File: src/rtl/alu_nn4.sv
module alu_nn4 #(
  parameter int W = 8
) (
  input  logic [W-1:0] op_a,
  input  logic [W-1:0] op_b,
  input  logic [1:0]   op_sel,
  output logic [W-1:0] res,
  output logic         carry_out,
  output logic         ovf,
  output logic         zero
);
  localparam logic [1:0] SEL_ADD  = 2'b00;
  localparam logic [1:0] SEL_SUB  = 2'b01;
  localparam logic [1:0] SEL_NAND = 2'b10;
  localparam logic [1:0] SEL_NOR  = 2'b11;

  logic         is_sub;
  logic         is_logic;
  logic [W-1:0] b_eff;
  logic [W:0]   sum_full;
  logic [W-1:0] logic_res;

  assign is_sub    = (op_sel == SEL_SUB);
  assign is_logic  = op_sel[1];
  assign b_eff     = op_b ^ {W{is_sub}};
  assign sum_full  = {1'b0, op_a} + {1'b0, b_eff} + {{W{1'b0}}, is_sub};
  assign logic_res = (op_sel == SEL_NOR) ? ~(op_a | op_b) : ~(op_a & op_b);

  assign res       = is_logic ? logic_res : sum_full[W-1:0];
  assign carry_out = ~is_logic & sum_full[W];
  assign ovf       = ~is_logic & (op_a[W-1] == b_eff[W-1]) & (sum_full[W-1] != op_a[W-1]);
  assign zero      = ~|res;

  logic signed [W+1:0] s_add;
  logic signed [W+1:0] s_sub;
  logic signed [W+1:0] s_max;
  logic signed [W+1:0] s_min;
  assign s_add = $signed({{2{op_a[W-1]}}, op_a}) + $signed({{2{op_b[W-1]}}, op_b});
  assign s_sub = $signed({{2{op_a[W-1]}}, op_a}) - $signed({{2{op_b[W-1]}}, op_b});
  assign s_max = $signed({3'b000, {(W-1){1'b1}}});
  assign s_min = -s_max - 1;

  always_comb begin
    if (op_sel == SEL_ADD) begin
      AST_ADD_SUM: assert ({carry_out, res} == ({1'b0, op_a} + {1'b0, op_b}));
      AST_ADD_OVF: assert (ovf == ((s_add > s_max) || (s_add < s_min)));
    end
    if (op_sel == SEL_SUB) begin
      AST_SUB_NOBORROW: assert (carry_out == (op_a >= op_b));
      AST_SUB_OVF: assert (ovf == ((s_sub > s_max) || (s_sub < s_min)));
    end
    if (op_sel == SEL_NAND) begin
      AST_NAND_BITS: assert (((res & op_a & op_b) == '0) && ((res | (op_a & op_b)) == '1));
    end
    if (op_sel == SEL_NOR) begin
      AST_NOR_BITS: assert (((res & (op_a | op_b)) == '0) && ((res | op_a | op_b) == '1));
    end
    if (is_logic) begin
      AST_LOGIC_FLAGS: assert (!carry_out && !ovf);
    end
    AST_ZERO_MATCH: assert (zero == (res == '0));
  end
endmodule

File: config.mk
export PLATFORM = sky130hd
export DESIGN_NAME = alu_nn4
export DESIGN_NICKNAME = d
export VERILOG_FILES = /design/src/rtl/alu_nn4.sv
export SDC_FILE = /design/constraint.sdc
export NUM_CORES = 1
export LEC_CHECK = 0
export CORE_MARGIN = 1.5
export CORE_UTILIZATION = 45
export DETAILED_ROUTE_END_ITERATION = 8
export PLACE_DENSITY = 0.89
export SYNTH_ARGS = -nofsm -noshare
export SYNTH_HDL_FRONTEND = slang
export SYNTH_SLANG_ARGS = --single-unit
File: constraint.sdc
create_clock -name vclk -period 3.8
set_clock_uncertainty 0.05 [all_clocks]
set_input_delay 0.57 -clock vclk [all_inputs]
set_output_delay 0.57 -clock vclk [all_outputs]
set_load 0.02 [all_outputs]
## Word level (Yosys, flattened, before mapping)

Index checks and enable logic that the tools add are counted.

- Register bits after elaboration: 0

- Add/subtract/negate cells: 2
- Eq/ne operators: 4
- Mux-type cells: 2
- Bitwise logic cells: 9
- Reductions and logical operators: 2

Operators with widths:

| cell | number |
|---|---|
| 8-bit 2-to-1 mux | 2 |
| 8-bit inverter | 2 |
| 8-bit by 8-bit adder with 9-bit output | 1 |
| 9-bit by 1-bit adder with 9-bit output | 1 |
| 8-bit AND | 1 |
| 8-bit OR | 1 |
| 8-bit OR reduction | 1 |
| 8-bit XOR | 1 |
| 1-bit AND | 3 |
| 2-bit by 1-bit == test with 1-bit output, second input constant | 1 |
| 2-bit == test, second input constant | 1 |
| 1-bit == test | 1 |
| 1-bit zero test | 1 |
| 1-bit inequality test | 1 |
| 1-bit inverter | 1 |

## Depth between registers and ports, before layout

- Depth in word-level cells: 7
- Depth in mapped cells: 12

## Least setup slack after synthesis

No wires, ideal clock.

- Path type: input to output
- Start: input op_sel[1]
- End: output zero
- Arrival time: 3.417 ns
- Setup slack: -0.237 ns
- Stages on the path: 12
- Buffers on the path: 3
- Path through: buf_2 > clkbuf_1 > nand2b_1 > buf_2 > xnor2_1 > fa_1 > a21o_1 > a21oi_1 > xor2_1 > o21ai_0 > or3b_1 > nor4_2

- Word-level cells in the longest chain between the ends: 7
- Elaborated cells on any way between the ends: 9
- Classes of those cells: add/sub (2); eq/ne (2); mux (2); bitwise (1); reduce/logical (2)

RTL lines:

| item | line | RTL |
|---|---|---|
| from (decl) | 6 | `input logic [1:0] op_sel,` |
| 2-bit by 1-bit == test with 1-bit output | - |  |
| 8-bit XOR | 25 | `assign b_eff = op_b ^ {W{is_sub}};` |
| 8-bit by 8-bit adder with 9-bit output | 26 | `assign sum_full = {1'b0, op_a} + {1'b0, b_eff} + {{W{1'b0}}, is_sub};` |
| 9-bit by 1-bit adder with 9-bit output | 26 |  |
| 8-bit 2-to-1 mux (*) | 29 | `assign res = is_logic ? logic_res : sum_full[W-1:0];` |
| via res[4] | 7 | `output logic [W-1:0] res,` |
| 8-bit OR reduction (*) | 32 | `assign zero = ~\|res;` |
| 1-bit zero test (*) | 32 |  |
| to (decl) | 10 | `output logic zero` |

The timed path passes the listed nets; every way through them passes the cells marked *.

## Worst setup path after layout

- Start: input op_b[0]
- End: output zero

- Word-level cells in the longest chain between the ends: 6
- Elaborated cells on any way between the ends: 11
- Classes of those cells: add/sub (2); mux (2); bitwise (5); reduce/logical (2)

RTL lines:

| item | line | RTL |
|---|---|---|
| from (decl) | 5 | `input logic [W-1:0] op_b,` |
| 8-bit XOR, or another cell as far along | 25 |  |
| 8-bit by 8-bit adder with 9-bit output or 8-bit inverter (tied branches) | 26, 27 |  |
| 9-bit by 1-bit adder with 9-bit output or 8-bit 2-to-1 mux (tied branches) | 26, 27 |  |
| 8-bit 2-to-1 mux (*) | 29 |  |
| 8-bit OR reduction (*) | 32 |  |
| 1-bit zero test (*) | 32 |  |

Mark *: on every way between the ends. The rest lies on a longest branch, timed or not.

==> impl_metrics.env <==
export IMPL_p_per_area_mw_per_mm2=212
export IMPL_path_class="in2out"
export IMPL_path_max_fanout=3
export IMPL_synth_area_top_cells="ha_1, xnor2_1, o21ai_0, a21oi_1, a21o_1"
export IMPL_die_height_um=40.8
export IMPL_regArea_um2=0
export IMPL_ant_nets=0
export IMPL_syn_nets=121
export IMPL_crit_required_ns=3.18
export IMPL_cp_slowest_cell="clkdlybuf4s50_1"
export IMPL_placementRows=13
export IMPL_drc=0
export IMPL_fin_area_mm2=0.00114
export IMPL_synthDistinctLibCells=27
export IMPL_instances_no_fill=153
export IMPL_start_kind="primary input"
export IMPL_wl_per_cell_um=14.2
export IMPL_portBuffers=29
export IMPL_final_core_util_pct=86.5
export IMPL_yosysWarnings=0
export IMPL_cp_num_buf_inv=3
export IMPL_drtPass1Iterations=4
export IMPL_fin_crit_sh_pct=95.8
export IMPL_gp_congestion=0.886
export IMPL_hpwlAfterDp_um=1910
export IMPL_core_area_mm2=0.00132
export IMPL_peakVddDrop_mv=0.117
export IMPL_seq_area_frac_synth_pct=0
export IMPL_synth_top_area_share_pct=21.4
export IMPL_wl_um=2180
export IMPL_initial_utilization_pct=48.9
export IMPL_track_usage_pct=27.5
export IMPL_grt_ovfl_total=0
export IMPL_antenna_cells=0
export IMPL_area_growth_pct=76.9
export IMPL_first_global_vias=705
export IMPL_drt_iter0_markers=8
export IMPL_die_w_um=40.8
export IMPL_synthCells=91
export IMPL_layout_nets=170
export IMPL_rsz0062_at_grt="false"
export IMPL_hold_violations=0
export IMPL_antenna_found_initial=0
export IMPL_fillCellCount=75
export IMPL_dp_cells=153
export IMPL_synth_area_um2=644
export IMPL_grt_start_max_net_pins=10
export IMPL_path_delay_family="buffers and inverters"
export IMPL_p_leak_uw=0.000541
export IMPL_finalPower_uw=242
export IMPL_avgViaCountPerCell=5.39
export IMPL_place_area_mm2=0.00112
export IMPL_drive_gt1_share_pct=24.6
export IMPL_hold_path_class="in2out"
export IMPL_period_needed_ns=3.64
export IMPL_n_clock_buffer=0
export IMPL_die_area_mm2=0.00167
export IMPL_num_vias=824
export IMPL_crit_path_end_kind="primary output"
export IMPL_finalSetupViolations=0
export IMPL_syn_avg_cell_area_um2=7.08
export IMPL_finalSetupTns_ns=0
export IMPL_synth_area_leader_cell="ha_1"
export IMPL_io_pins=29
export IMPL_status="complete, no violations"
export IMPL_cts_hold_buf=0
export IMPL_slowest_delay_ns=0.43
export IMPL_cap_violations=0
export IMPL_grt_pass1_wl_um=3080
export IMPL_max_freq_mhz=275
export IMPL_arrival_ns=3.02
export IMPL_tightestPinTransition_ns=0.303
export IMPL_crit_chain="clkdlybuf4s50_1, buf_4, a21o_1, fa_2, a21o_1, a21oi_2, xor2_1, o21ai_2, or3b_4, nor4_4, buf_4"
export IMPL_seq_cell_count=0
export IMPL_slew_limit_headroom_pct=79.8
export IMPL_drv_slew=0
final cells by class:
type / count / area (um^2) / area share [%]
inverter: 4 / 15.0 / 1.32
timing repair buffer: 51 / 448 / 39.3
tap: 15 / 18.8 / 1.65
multi-input combinational: 83 / 658 / 57.7
timing repair:
action,4_1_cts,5_1_grt
pin swaps,0,2
gates resized for setup,18,1
buffers inserted,0,0
setup endpoints to repair,8,7
routing by layer:
layer / wire length, um / vias to the layer above / GRT usage [%]
li1: - / 429 / -
met5: 0 / - / 0
met4: 0 / 0 / 0
met3: 32 / 0 / 0
met2: 1170 / 13 / 52.0
met1: 969 / 382 / 36.3
kinds of logic (layout without fill, tap and decap cells):
| kind of cell | after synthesis | count (layout) | share of synthesized area (%) |
|---|---|---|---|
| xor gates and xnor gates | 14 | 14 | 19.0 |
| muxes | 1 | 1 | 1.75 |
| buffers and inverters | 8 | 55 | 5.24 |
| AOI/OAI and AO/OA | 35 | 35 | 32.6 |
| adders and majority gates | 12 | 12 | 24.5 |
| and+or+nand+nor | 21 | 21 | 16.9 |
cells in the final DEF, fill, tap and decap left out, drive strengths merged, types with 6 or more instances in the layout:
master	synthesis	layout
dlygate4sd2	0	6
o21ai	17	17
xnor2	12	12
ha	11	11
nand2	6	6
buf	3	23
clkdlybuf4s50	0	21
a21oi	6	6
power by group:
part / internal [uW] / leakage (uW) / switching, uW
clock: 0 / 0 / 0
combinational: 123 / 0.000541 / 119
sequential: 0 / 0 / 0
final timing paths:
path      start         to  cells after the start
max     op_b[0]       zero                     11
min   op_sel[1]  carry_out                      4
cell usage after synthesis, types with 3 or more instances:
cell,count
nand3_1,4
a21o_1,4
o21ai_0,14
nor2_1,4
xnor2_1,12
buf_2,3
inv_1,4
nand2_1,6
ha_1,11
o21ai_1,3
o21bai_1,3
a21oi_1,6
per-stage QoR:
stage	hold WS, ns	worst slack (ns)
2_1_floorplan	1.28	0.0144
3_3_place_gp	2.28	-0.536
3_5_place_dp	2.32	-0.646
4_1_cts	2.06	-0.0564
5_1_grt	1.82	0.0251
6_report	1.78	0.160
Power figures use the tool's default switching activity.
